**config.mk**
```make
export PLATFORM = sky130hd
export DESIGN_NAME = ic_vectored_irq
export DESIGN_NICKNAME = d
export VERILOG_FILES = /design/src/rtl/ic_pkg.sv /design/src/rtl/ic_ctrl_regs.sv /design/src/rtl/ic_prio_pick.sv /design/src/rtl/ic_dispatch.sv /design/src/rtl/ic_vectored_irq.sv
export SDC_FILE = /design/constraint.sdc
export NUM_CORES = 1
export LEC_CHECK = 0
export BUFFER_PORTS_ARGS = -buffer_cell sky130_fd_sc_hd__buf_2
export CORE_ASPECT_RATIO = 0.9
export CORE_MARGIN = 5
export CORE_UTILIZATION = 46
export CTS_BUF_LIST = sky130_fd_sc_hd__clkbuf_16
export CTS_CLUSTER_DIAMETER = 40
export DETAILED_ROUTE_END_ITERATION = 7
export PLACE_DENSITY = 0.76
export SLEW_MARGIN = 20
export SYNTH_ARGS = -nofsm -noshare
export SYNTH_HDL_FRONTEND = slang
export SYNTH_SLANG_ARGS = --single-unit
```
**constraint.sdc**
```tcl
create_clock -name clk -period 1.8 [get_ports clk]
set_input_delay 0.18 -clock clk [delete_from_list [all_inputs] [get_ports clk]]
set_output_delay 0.18 -clock clk [all_outputs]
set_load 0.02 [all_outputs]
```
**src/rtl/ic_pkg.sv**
```systemverilog
package ic_pkg;
  localparam int N_SRC     = 6;
  localparam int SLOTS     = 3;   // sources per control register
  localparam int N_REGS    = N_SRC / SLOTS;
  localparam int VEC_W     = 5;
  localparam int VEC_BASE  = 4;
  localparam int VEC_STEP  = 4;
  localparam int EN_LSB    = 0;
  localparam int ME_BIT    = 3;
  localparam int FLAG_LSB  = 4;
  localparam int I2C_IDX   = 4;

  typedef logic [N_SRC-1:0] src_vec_t;

  // vector address of a one-hot grant
  function automatic logic [VEC_W-1:0] vec_of(input src_vec_t g);
    logic [VEC_W-1:0] v;
    v = '0;
    for (int i = 0; i < N_SRC; i++)
      if (g[i]) v = v | VEC_W'(VEC_BASE + VEC_STEP * i);
    return v;
  endfunction
endpackage

```
**src/rtl/ic_ctrl_regs.sv**
```systemverilog
module ic_ctrl_regs
  import ic_pkg::*;
#(
  parameter int ADDR_W = 8,
  parameter int DATA_W = 8,
  parameter logic [ADDR_W-1:0] REG0_ADDR = 8'h0B,
  parameter logic [ADDR_W-1:0] REG1_ADDR = 8'h1E
) (
  input  logic              clk,
  input  logic              rst_n,
  input  src_vec_t          evt,
  input  logic              wr_en,
  input  logic [ADDR_W-1:0] addr,
  input  logic [DATA_W-1:0] wdata,
  output logic [DATA_W-1:0] rdata,
  input  logic              ack_fire,
  input  src_vec_t          ack_sel,
  input  logic              ret_irq,
  input  logic              ret_plain,
  output src_vec_t          flags,
  output src_vec_t          enables,
  output logic              master_en
);
  logic [N_REGS-1:0] hit;
  logic [N_REGS-1:0] rsel;
  src_vec_t          flag_nx, en_nx, ack_clr;
  logic              me_nx;
  logic [DATA_W-1:0] img [N_REGS];
  logic              unused_bits;

  assign rsel[0] = (addr == REG0_ADDR);
  assign rsel[1] = (addr == REG1_ADDR);
  assign hit     = wr_en ? rsel : '0;
  assign ack_clr = ack_fire ? ack_sel : '0;
  assign unused_bits = ^wdata[DATA_W-1:FLAG_LSB+SLOTS];

  for (genvar i = 0; i < N_SRC; i++) begin : g_src
    localparam int K = i / SLOTS;
    localparam int S = i % SLOTS;
    // a coinciding event always wins over any clear
    assign flag_nx[i] = evt[i] |
      (hit[K] ? wdata[FLAG_LSB+S] : (flags[i] & ~ack_clr[i]));
    assign en_nx[i] = hit[K] ? wdata[EN_LSB+S] : enables[i];
  end

  always_comb begin
    if (ack_fire)     me_nx = 1'b0;
    else if (ret_irq) me_nx = 1'b1;
    else if (hit[0])  me_nx = wdata[ME_BIT];
    else              me_nx = master_en;
  end

  always_ff @(posedge clk or negedge rst_n) begin
    if (!rst_n) begin
      flags     <= '0;
      enables   <= '0;
      master_en <= 1'b0;
    end else begin
      flags     <= flag_nx;
      enables   <= en_nx;
      master_en <= me_nx;
    end
  end

  always_comb begin
    for (int k = 0; k < N_REGS; k++) begin
      img[k] = '0;
      for (int s = 0; s < SLOTS; s++) begin
        img[k][EN_LSB+s]   = enables[k*SLOTS+s];
        img[k][FLAG_LSB+s] = flags[k*SLOTS+s];
      end
    end
    img[0][ME_BIT] = master_en;
    rdata = '0;
    for (int k = 0; k < N_REGS; k++)
      if (rsel[k]) rdata = img[k];
  end

  AST_ACK_DROPS_ME: assert property (@(posedge clk) disable iff (!rst_n)
    ack_fire |=> !master_en);
  AST_RETI_SETS_ME: assert property (@(posedge clk) disable iff (!rst_n)
    (ret_irq && !ack_fire) |=> master_en);
  AST_RET_KEEPS_ME: assert property (@(posedge clk) disable iff (!rst_n)
    (ret_plain && !ret_irq && !ack_fire && !hit[0]) |=> (master_en == $past(master_en)));
  AST_EVENT_WINS: assert property (@(posedge clk) disable iff (!rst_n)
    (|evt) |=> ((flags & $past(evt)) == $past(evt)));
endmodule

```
**src/rtl/ic_prio_pick.sv**
```systemverilog
module ic_prio_pick
  import ic_pkg::*;
(
  input  src_vec_t flags,
  input  src_vec_t enables,
  output src_vec_t grant,
  output logic     any_pend
);
  src_vec_t pend;
  assign pend     = flags & enables;
  assign any_pend = |pend;

  for (genvar i = 0; i < N_SRC; i++) begin : g_prio
    if (i == 0) begin : g_top
      assign grant[i] = pend[i];
    end else begin : g_rest
      assign grant[i] = pend[i] & ~(|pend[i-1:0]);
    end
  end
endmodule

```
**src/rtl/ic_dispatch.sv**
```systemverilog
module ic_dispatch
  import ic_pkg::*;
(
  input  logic             clk,
  input  logic             rst_n,
  input  logic             strobe,
  input  logic             stack_full,
  input  logic             master_en,
  input  logic             any_pend,
  input  src_vec_t         grant,
  input  logic             ack,
  output logic             irq_req,
  output logic [VEC_W-1:0] irq_vec,
  output src_vec_t         sel,
  output logic             ack_fire
);
  logic go;
  assign ack_fire = ack & irq_req;
  assign go       = strobe & ~irq_req & master_en & ~stack_full & any_pend;

  always_ff @(posedge clk or negedge rst_n) begin
    if (!rst_n) begin
      irq_req <= 1'b0;
      irq_vec <= '0;
      sel     <= '0;
    end else if (ack_fire) begin
      irq_req <= 1'b0;
    end else if (go) begin
      irq_req <= 1'b1;
      irq_vec <= vec_of(grant);
      sel     <= grant;
    end
  end

  AST_REQ_HOLD: assert property (@(posedge clk) disable iff (!rst_n)
    (irq_req && !ack) |=> (irq_req && $stable(irq_vec)));
  AST_GATED_START: assert property (@(posedge clk) disable iff (!rst_n)
    $rose(irq_req) |-> ($past(strobe) && $past(master_en) && !$past(stack_full)));
  AST_SEL_ONEHOT: assert property (@(posedge clk) disable iff (!rst_n)
    irq_req |-> $onehot(sel));
endmodule

```
**src/rtl/ic_vectored_irq.sv**
```systemverilog
module ic_vectored_irq
  import ic_pkg::*;
#(
  parameter int ADDR_W = 8,
  parameter int DATA_W = 8,
  parameter logic [ADDR_W-1:0] REG0_ADDR = 8'h0B,
  parameter logic [ADDR_W-1:0] REG1_ADDR = 8'h1E
) (
  input  logic              clk,
  input  logic              rst_n,
  input  logic [N_SRC-1:0]  src_evt,
  input  logic              i2c_addr_match,
  input  logic              i2c_byte_done,
  input  logic              sample_strobe,
  input  logic              stack_full,
  input  logic              reg_wr,
  input  logic [ADDR_W-1:0] reg_addr,
  input  logic [DATA_W-1:0] reg_wdata,
  output logic [DATA_W-1:0] reg_rdata,
  output logic              irq_req,
  output logic [VEC_W-1:0]  irq_vec,
  input  logic              irq_ack,
  input  logic              ret_irq,
  input  logic              ret_plain
);
  src_vec_t evt, flags, enables, grant, sel;
  logic     master_en, any_pend, ack_fire;

  always_comb begin
    evt = src_evt;
    evt[I2C_IDX] = src_evt[I2C_IDX] | i2c_addr_match | i2c_byte_done;
  end

  ic_ctrl_regs #(
    .ADDR_W(ADDR_W), .DATA_W(DATA_W),
    .REG0_ADDR(REG0_ADDR), .REG1_ADDR(REG1_ADDR)
  ) u_regs (
    .clk(clk), .rst_n(rst_n), .evt(evt),
    .wr_en(reg_wr), .addr(reg_addr), .wdata(reg_wdata), .rdata(reg_rdata),
    .ack_fire(ack_fire), .ack_sel(sel),
    .ret_irq(ret_irq), .ret_plain(ret_plain),
    .flags(flags), .enables(enables), .master_en(master_en)
  );

  ic_prio_pick u_pick (
    .flags(flags), .enables(enables), .grant(grant), .any_pend(any_pend)
  );

  ic_dispatch u_disp (
    .clk(clk), .rst_n(rst_n), .strobe(sample_strobe), .stack_full(stack_full),
    .master_en(master_en), .any_pend(any_pend), .grant(grant), .ack(irq_ack),
    .irq_req(irq_req), .irq_vec(irq_vec), .sel(sel), .ack_fire(ack_fire)
  );

  AST_VEC_LEGAL: assert property (@(posedge clk) disable iff (!rst_n)
    irq_req |-> (irq_vec >= VEC_W'(VEC_BASE) && irq_vec[1:0] == 2'b00 &&
                 irq_vec <= VEC_W'(VEC_BASE + VEC_STEP*(N_SRC-1))));
endmodule

```
# Yosys cells after proc, flatten, opt, wreduce, memory -nomap -nowiden
# Index checks and enable logic that the tools add are counted.
# Widths: inputs -> output; s select.
# word_totals
reg_bits	25
inputBits	32
# op_classes
n_bitwise	39
n_eq_ne	2
mux	21
n_reduce_logical	8
# ops
operator	count
$and 1x1->1	16
$mux 5	3
$mux 7	2
$not 1->1	14
$mux 1	11
$eq 8x4->1 const B	1
$eq 8x5->1 const B	1
$mux 4	2
$or 1x1->1	8
$and 6x6->6	1
$mux 6	1
$reduce_or 6->1	1
$reduce_or 5->1	1
$reduce_or 4->1	1
$mux 3	1
$reduce_bool 3->1	1
$reduce_or 3->1	1
$mux 2	1
$reduce_and 2->1	1
$reduce_bool 2->1	1
$reduce_or 2->1	1

# Longest topological paths before layout
# Gate-level depths: netlist of run 1.
# depth
depth_word	8
ltp_mapped	5

# Cells and area by module
# A second synthesis of run 1 with hierarchy kept.
# hier_totals
cells_unflattened	115
area_unflattened_um2	1266.2
# by_module_without_submodules
mod	cells_per_inst	instances	area_per_inst_um2
ic_ctrl_regs	72	1	728.2
ic_dispatch	29	1	449.2
ic_prio_pick	13	1	82.6
ic_vectored_irq	1	1	6.3

# Least setup slack after synthesis of run 1
# OpenSTA, ideal clock, no wires.
# synth_path
path_type	input port to flip-flop
start	in reg_addr[5]
end	reg u_regs.enables[0]
path_buffers	1
setup_ns	0.125
cell_stages	4
setup_slack_ns	0.011
arrival_time_ns	1.664
path_cell_list	or4b_4 -> or4_4 -> buf_6 -> mux2_4
# synth_between
elab_chain_cells	2
# synth_lines
item	line	source
start, declared	ic_vectored_irq.sv:17	input logic [ADDR_W-1:0] reg_addr,
$eq 8x4->1	ic_ctrl_regs.sv:31	assign rsel[0] = (addr == REG0_ADDR);
$mux 2	ic_ctrl_regs.sv:33	assign hit = wr_en ? rsel : '0;
end signal, assigned	ic_ctrl_regs.sv:60	enables <= en_nx;
end, declared	ic_ctrl_regs.sv:21	output src_vec_t enables,
# Every way passes these cells.
# A chain may end at the register's enable or synchronous reset.

# Final worst setup path of run 1
# layout_path
start	in reg_addr[5]
end	out reg_rdata[6]
# layout_between
elab_chain_cells	3
elab_cells_between_ends	4
classes_between	eq/ne: 2; mux: 2
# layout_lines
item	line	source
$eq 8x4->1	ic_ctrl_regs.sv:31	
$mux 7	ic_ctrl_regs.sv:76	if (rsel[k]) rdata = img[k];
$mux 7 (*)	ic_ctrl_regs.sv:76	
end, declared	ic_vectored_irq.sv:19	output logic [DATA_W-1:0] reg_rdata,
# Every way passes the cells marked *; elsewhere a longest branch is shown, timed or not.

==> parameters.txt, run 1 <==
Parameter                              Value

Placement
  Half-perimeter wire length after placement    2.370 mm
  Buffers added on ports    40
  Placed cell count    188
  Final weighted congestion of routability-driven global placement    0.8177

Route
  Router iterations before antenna repair    4
  Remaining antenna violation count after routing    0
  Drt first-iter violations    50
  Via Count    1089
  Wire length after detailed routing    3.023 mm
  Vias/cell    5.642
  Detail-routed net length per standard cell    15.66 um
  DRC violation count after routing    0

STA
  Top achievable clock speed    588.3 MHz
  Shortest period the worst path allows    1.700 ns
  Post-route fraction of the period consumed by the critical path    94.43%
  Setup repair after global routing missed its margin    false
  Post-Route Skew    0.001705 ns
  Final setup violation count    0
  Actual slew at the worst max-slew pin    0.5047 ns
  Max-slew violation count    0
  Worst relative slew slack    66.35%
  Hold Vio Cnt, Final    0

Floorplanning
  Chip width    63.16 um
  Core area    2446 um2
  Die Outline Area    3653 um2
  Floorplan row count    17
  Initial Utilization    47.83%
  Die Y    57.84 um
  Boundary Pins    46

Clock network
  TritonCTS clock tree    built
  Clock sinks    23
  Clock insertion delay at the later pin of the skew report    0.25 ns
  Clock edge transition at the registers on the reported setup and hold paths    0.06 ns
  Root Buffer Master    clkbuf_16
  Total CTS buffers    3
  Maximum level of the CTS H-tree    1
  Number of buffers between clock root and the deepest sink    2

Logic synthesis
  Distinct cells, synth    31
  Most used flip-flop cell after synthesis    dfrtp_1
  Adder-cell area share of the yosys netlist    0%
  Count of flip-flops with a built-in enable after synthesis    0
  Share of cell area taken by muxes after synthesis    6.738%
  Post-synthesis compound-gate area fraction    19.14%
  Synth Instances    120
  Combinational family with the most area after synthesis    simple AND/OR/NAND/NOR gates
  Synth Area in XOR/XNOR    0%
  Post-synth design cell area    1170 um2
  Sequential area share after synthesis    49.20%
  Area share of and/or/nand/nor cells after synthesis    20.11%
  Yosys warning count    0
  Average instance area after synthesis    9.749 um2
  Post-synth ARST share    100.0%
  Number of register bits inferred by synthesis    23

Global route
  Total global-route track usage    17.25%
  First-pass GRT wire length    5.085 mm
  GRT Residual Overflow    0
  Pin count of the biggest net entering global routing    24
  Antenna violations before repair    0
  Vias in the first global route    1123

Finish
  Antenna diodes    0
  Fin nets    198
  Most common library cell in the layout ignoring fill and taps    buf_2
  Most frequent cells in the layout    40 x buf_2, 23 x dfrtp_1, 18 x nand2_1, 11 x a21oi_1, 8 x nor2_1
  Share of cells above drive strength 1    36.36%
  Number of standard cells in the layout, taps in and fillers out    193
  Area Growth Syn to Fin    28.24%
  Count of fill cells added during filler insertion    224

Power
  Leak Pwr    0.7221 nW
  Pwr/cell area    909.4 nW/um2
  Largest voltage drop on the vdd net    0.6331 mV
  Final Total Pwr    0.001364 W

Min path
  Number of cells on the worst hold path    2
  Terminating pin of the worst hold path    u_disp.irq_req
  Hold_sp    irq_ack
  Worst hold path type    input port to register

Setup path
  Peak per-stage delay on the critical path    0.55 ns
  R2R Path End    u_disp.sel[4]
  Minimum setup slack among reg-to-reg paths    0.26 ns
  Largest delay contributor family on the critical path    simple AND/OR/NAND/NOR gates
  Data arrival time of the worst path    1.52 ns
  Critical path fanouts, max    4
  Depth of the most critical reg-to-reg path    5
  Type of the worst setup path    input port to output pin
  Library cell contributing the largest single delay on the critical path    or4b_4
  Crit-path most repeated cell    buf_2
  Worst-path cell chain    buf_2 > or4b_4 > nor3_2 > buf_4 > a22o_1 > buf_2
  Critical path buffer and inverter count    3
  Critical path data required time    1.62 ns
  Worst Setup Start Kind    input port
  Source of the worst register-to-register timing path    u_regs.enables[1]
  CP endpoint kind    output pin

Status
  Run status    completed

Run
  Maximum capacitance violations    0
[registers in the layout (all words and copies together), names as in the netlist]
name              cells
u_disp.sel            6
u_regs.enables        6
u_regs.flags          6
u_disp.irq_vec        3
u_disp.irq_req        1
u_regs.master_en      1
[per-stage QoR]
| stage | hold WS [ns] | setup WS (ns) | TNS (ns) | instance area, um2 | util (%) |
|---|---|---|---|---|---|
| 6_report | 0.1181 | 0.1002 | 0 | 1500 | 61.33 |
| 3_5_place_dp | 0.1793 | -0.08355 | -0.3372 | 1405 | 57.44 |
| 5_1_grt | 0.1349 | 0.02636 | 0 | 1500 | 61.33 |
| 2_1_floorplan | -0.1156 | 0.01113 | 0 | 1177 | - |
| 3_3_place_gp | 0.1703 | -0.06475 | -0.2294 | 1405 | 57.44 |
| 4_1_cts | 0.1187 | 0.04631 | 0 | 1495 | 61.13 |
[cell type report]
type | count | area (um2) | area share (%)
Clock inverter | 1 | 5.005 | 0.3336
Tap cell | 28 | 35.03 | 2.335
Timing Repair Buffer | 46 | 247.7 | 16.51
Sequential cell | 23 | 575.6 | 38.37
Clock buffer | 3 | 75.07 | 5.004
Inverter | 2 | 7.507 | 0.5004
Multi-Input combinational cell | 90 | 554.3 | 36.95
[cell usage after synthesis (all sizes together) (2+ instances only)]
library cell	n	area share, %
o21bai	2	1.3
a31oi	2	1.1
a21boi	2	1.3
clkbuf	3	0.96
mux2	6	6.7
a22o	6	4.5
nand2	18	5.8
nor2	8	2.6
nor3	5	2.1
buf	4	2.9
and2	3	1.6
o21ai	6	2.6
nand3	6	2.6
inv	2	0.64
a21oi	11	4.7
dfrtp	23	49
[power breakdown]
part / internal, W / leakage (nW) / switching [W]
Clock: 0.000298 / 0.0409 / 0.000177
Sequential: 0.000583 / 0.275 / 0.0000414
Combinational: 0.000110 / 0.406 / 0.000155
[worst reg2reg max path, delay by kind of cell, from the launching register on]
kind                   cells  cell delay, ns
AOI/OAI and AO/OA          2            0.57
buffers and inverters      1            0.19
DFF                        1            0.44
and+or+nand+nor            2            0.25
[how the worst max path moves through the flow]
stage	from	to	cells past startpoint
3_5_place_dp	reg_addr[5]	u_regs.enables[1]	4
5_1_grt	reg_addr[5]	reg_rdata[1]	6
6_report	reg_addr[5]	reg_rdata[6]	6
2_1_floorplan	reg_addr[5]	u_regs.enables[0]	4
4_1_cts	reg_addr[5]	reg_rdata[6]	6
3_3_place_gp	reg_addr[5]	u_regs.enables[0]	4
[layer usage]
layer  vias to the layer above  wire length [um]  track usage (%)
li1                        518                 -                -
met5                         -                 0                0
met2                        42              1454            29.43
met3                         2               221            5.426
met1                       527              1334            21.57
met4                         0                12            3.636
[kinds of logic after synthesis]
group / count (synthesis)
muxes: 6
buffers and inverters: 9
other: 1
and+or+nand+nor: 47
AOI/OAI and AO/OA: 34
DFF: 23
[repair_timing]
item / CTS / global route
hold buffers: 1 / 0
setup endpoints to repair: 0 / 6
endpoints found under the hold margin: 23 / 0
gates resized for setup: 0 / 1
buffers inserted: 0 / 0
Note: power is estimated with default switching activity, not from simulation.
==> run 2: changes to the inputs <==
Settings changed: REMOVE_ABC_BUFFERS set to 1.
==> parameters.txt, run 2 (synthesis gave the netlist of run 1 again) <==
Parameter                              Value

Status
  Run status    completed

Global route
  Vias in the first global route    1125 (+0.18%)
  Antenna violations before repair    0 (unchanged)
  First-pass GRT wire length    5.119 mm (+0.67%)
  Pin count of the biggest net entering global routing    24 (unchanged)
  Total global-route track usage    17.44% (+0.19 points)
  GRT Residual Overflow    0 (unchanged)

Route
  Remaining antenna violation count after routing    0 (unchanged)
  Detail-routed net length per standard cell    15.34 um (-2.1%)
  Vias/cell    5.771 (+2.3%)
  Wire length after detailed routing    2.945 mm (-2.6%)
  Drt first-iter violations    53 (+6.0%)
  Router iterations before antenna repair    4 (unchanged)
  DRC violation count after routing    0 (unchanged)
  Via Count    1108 (+1.7%)

Floorplanning
  Initial Utilization    47.83% (unchanged)
  Die Outline Area    3653 um2 (unchanged)
  Core area    2446 um2 (unchanged)
  Chip width    63.16 um (unchanged)
  Boundary Pins    46 (unchanged)
  Die Y    57.84 um (unchanged)
  Floorplan row count    17 (unchanged)

STA
  Hold Vio Cnt, Final    0 (unchanged)
  Max-slew violation count    0 (unchanged)
  Top achievable clock speed    604.8 MHz (+2.8%)
  TNS Setup    0 ns (unchanged)
  Worst relative slew slack    66.11% (-0.24 points)
  Setup repair after global routing missed its margin    false
  Post-Route Skew    0.002053 ns (+0.0003480 ns)
  Actual slew at the worst max-slew pin    0.5084 ns (+0.003631 ns)
  Shortest period the worst path allows    1.653 ns (-0.04632 ns)
  Post-route fraction of the period consumed by the critical path    91.86% (-2.6 points)
  Minimum hold slack    0.1128 ns (-0.005373 ns)
  Final setup violation count    0 (unchanged)

Power
  Sw power    0.0003711 W (-0.50%)
  Internal power component    0.0009916 W (about the same)
  Switch share    27.23% (-0.11 points)
  Part of the total power dissipated in sequential elements    45.7% (about the same)
  Largest voltage drop on the vdd net    0.6457 mV (+2.0%)
  Pwr/cell area    899.4 nW/um2 (-1.1%)
  Clock Power Share    34.9% (about the same)
  Combinational Power Share    19.4% (about the same)
  Leak Pwr    0.7172 nW (-0.67%)

Finish
  Multi-input combinational cell area    554.3 um2 (unchanged)
  Top flop regs    u_disp.sel: 6 flops, u_regs.enables: 6 flops, u_regs.flags: 6 flops
  Count of fill cells added during filler insertion    191 (-15%)
  Combined flip-flop and latch cell area    575.6 um2 (unchanged)
  Fin nets    197 (-0.51%)
  Antenna diodes    0 (unchanged)
  Most common library cell in the layout ignoring fill and taps    buf_2
  Area Growth Syn to Fin    29.52%
  Most frequent cells in the layout    34 x buf_2, 23 x dfrtp_1, 18 x nand2_1, 11 x a21oi_1
  Share of cells above drive strength 1    35.98% (-0.39 points)

Placement
  Buffers added on ports    40 (unchanged)
  Final weighted congestion of routability-driven global placement    0.8371 (+2.4%)
  Half-perimeter wire length after placement    2.195 mm (-7.4%)

Min path
  Number of cells on the worst hold path    2 (unchanged)
  Hold_sp    irq_ack
  Worst hold path type    input port to register
  Terminating pin of the worst hold path    u_disp.irq_req

Clock network
  Number of buffers between clock root and the deepest sink    2 (unchanged)
  Root Buffer Master    clkbuf_16
  TritonCTS clock tree    built
  Clock sinks    23 (unchanged)
  Clock edge transition at the registers on the reported setup and hold paths    0.06 ns (about the same)
  Setup Buffers After CTS    0 (unchanged)
  Total CTS buffers    3 (unchanged)
  Clock insertion delay at the later pin of the skew report    0.25 ns (about the same)
  Maximum level of the CTS H-tree    1 (unchanged)

Setup path
  Type of the worst setup path    input port to output pin
  Depth of the most critical reg-to-reg path    5 (unchanged)
  Data arrival time of the worst path    1.47 ns (-0.05 ns)
  Critical path data required time    1.62 ns (about the same)
  Minimum setup slack among reg-to-reg paths    0.22 ns (-0.04 ns)
  Worst-path cell chain    buf_2 > or4b_4 > nor3_2 > buf_4 > a22o_1 > buf_6
  R2R Path End    u_disp.irq_vec[2]
  Peak per-stage delay on the critical path    0.55 ns (about the same)
  Library cell contributing the largest single delay on the critical path    or4b_4
  Critical path fanouts, max    8 (+4)
  Worst Setup Start Kind    input port
  Largest delay contributor family on the critical path    simple AND/OR/NAND/NOR gates
  Source of the worst register-to-register timing path    u_regs.enables[1]
  CP endpoint kind    output pin
  Critical path buffer and inverter count    3 (unchanged)

Run
  Maximum capacitance violations    0 (unchanged)
==> run 2: changes by cell type in the layout (fill, tap and decap cells not counted), sizes merged <==
cell and change:
buf -1
==> run 2: area by class of cell <==
class	instances	area share [%]
sequential	23	37.99
multi-input combinational	90	36.58
timing repair buffer	45	17.34
clock buffer	3	4.955
tap	28	2.312
inverter	2	0.4955
clock inverter	1	0.3303
==> run 2: how the worst max path moves through the flow <==
stage | startpoint | end | slack, ns | cells past startpoint
final | reg_addr[5] | reg_rdata[6] | 0.15 | 6
after global placement | reg_addr[5] | u_regs.enables[2] | -0.05 | 4
after global routing | reg_addr[5] | reg_rdata[6] | 0.06 | 6
after detailed placement | reg_addr[5] | u_regs.enables[2] | -0.07 | 4
after CTS | reg_addr[5] | reg_rdata[6] | 0.02 | 7
after floorplan | reg_addr[5] | reg_rdata[0] | 0.05 | 3
==> run 2: metal layers <==
metal	global-route usage [%]	up-vias	wire length, um
li1	-	518	-
met3	3.876	4	225
met2	31.63	50	1525
met1	20.66	536	1168
met4	5.152	0	25
met5	0	-	0
==> run 2: timing repair <==
item / CTS / global route
hold buffers: 1 / 0
hold endpoints to repair: 23 / 0
setup endpoints to repair: 7 / 7
resized for setup: 7 / 2
gates cloned: 0 / 0
pin swaps: 0 / 3
==> run 2: metrics by stage <==
step | cell area [um2] | instances | util, % | worst slack (ns) | power, W
6_report | 1515 | 192 | 61.94 | 0.1465 | 0.001363
5_1_grt | 1515 | 192 | 61.94 | 0.06094 | 0.001441
2_1_floorplan | 1132 | 115 | - | 0.04580 | 0.0007772
3_3_place_gp | 1405 | 188 | 57.44 | -0.04954 | 0.0008874
4_1_cts | 1515 | 193 | 61.94 | 0.02286 | 0.001369
3_5_place_dp | 1405 | 188 | 57.44 | -0.07442 | 0.0008939
==> run 2: power by group through the flow <==
stage / combinational [W] / clock, W / sequential, W
floorplan: 0.000104 / 0 / 0.000673
global placement: 0.000258 / 0 / 0.000630
detailed placement: 0.000262 / 0 / 0.000632
CTS: 0.000267 / 0.000479 / 0.000623
global route: 0.000292 / 0.000513 / 0.000635
finish: 0.000264 / 0.000476 / 0.000623
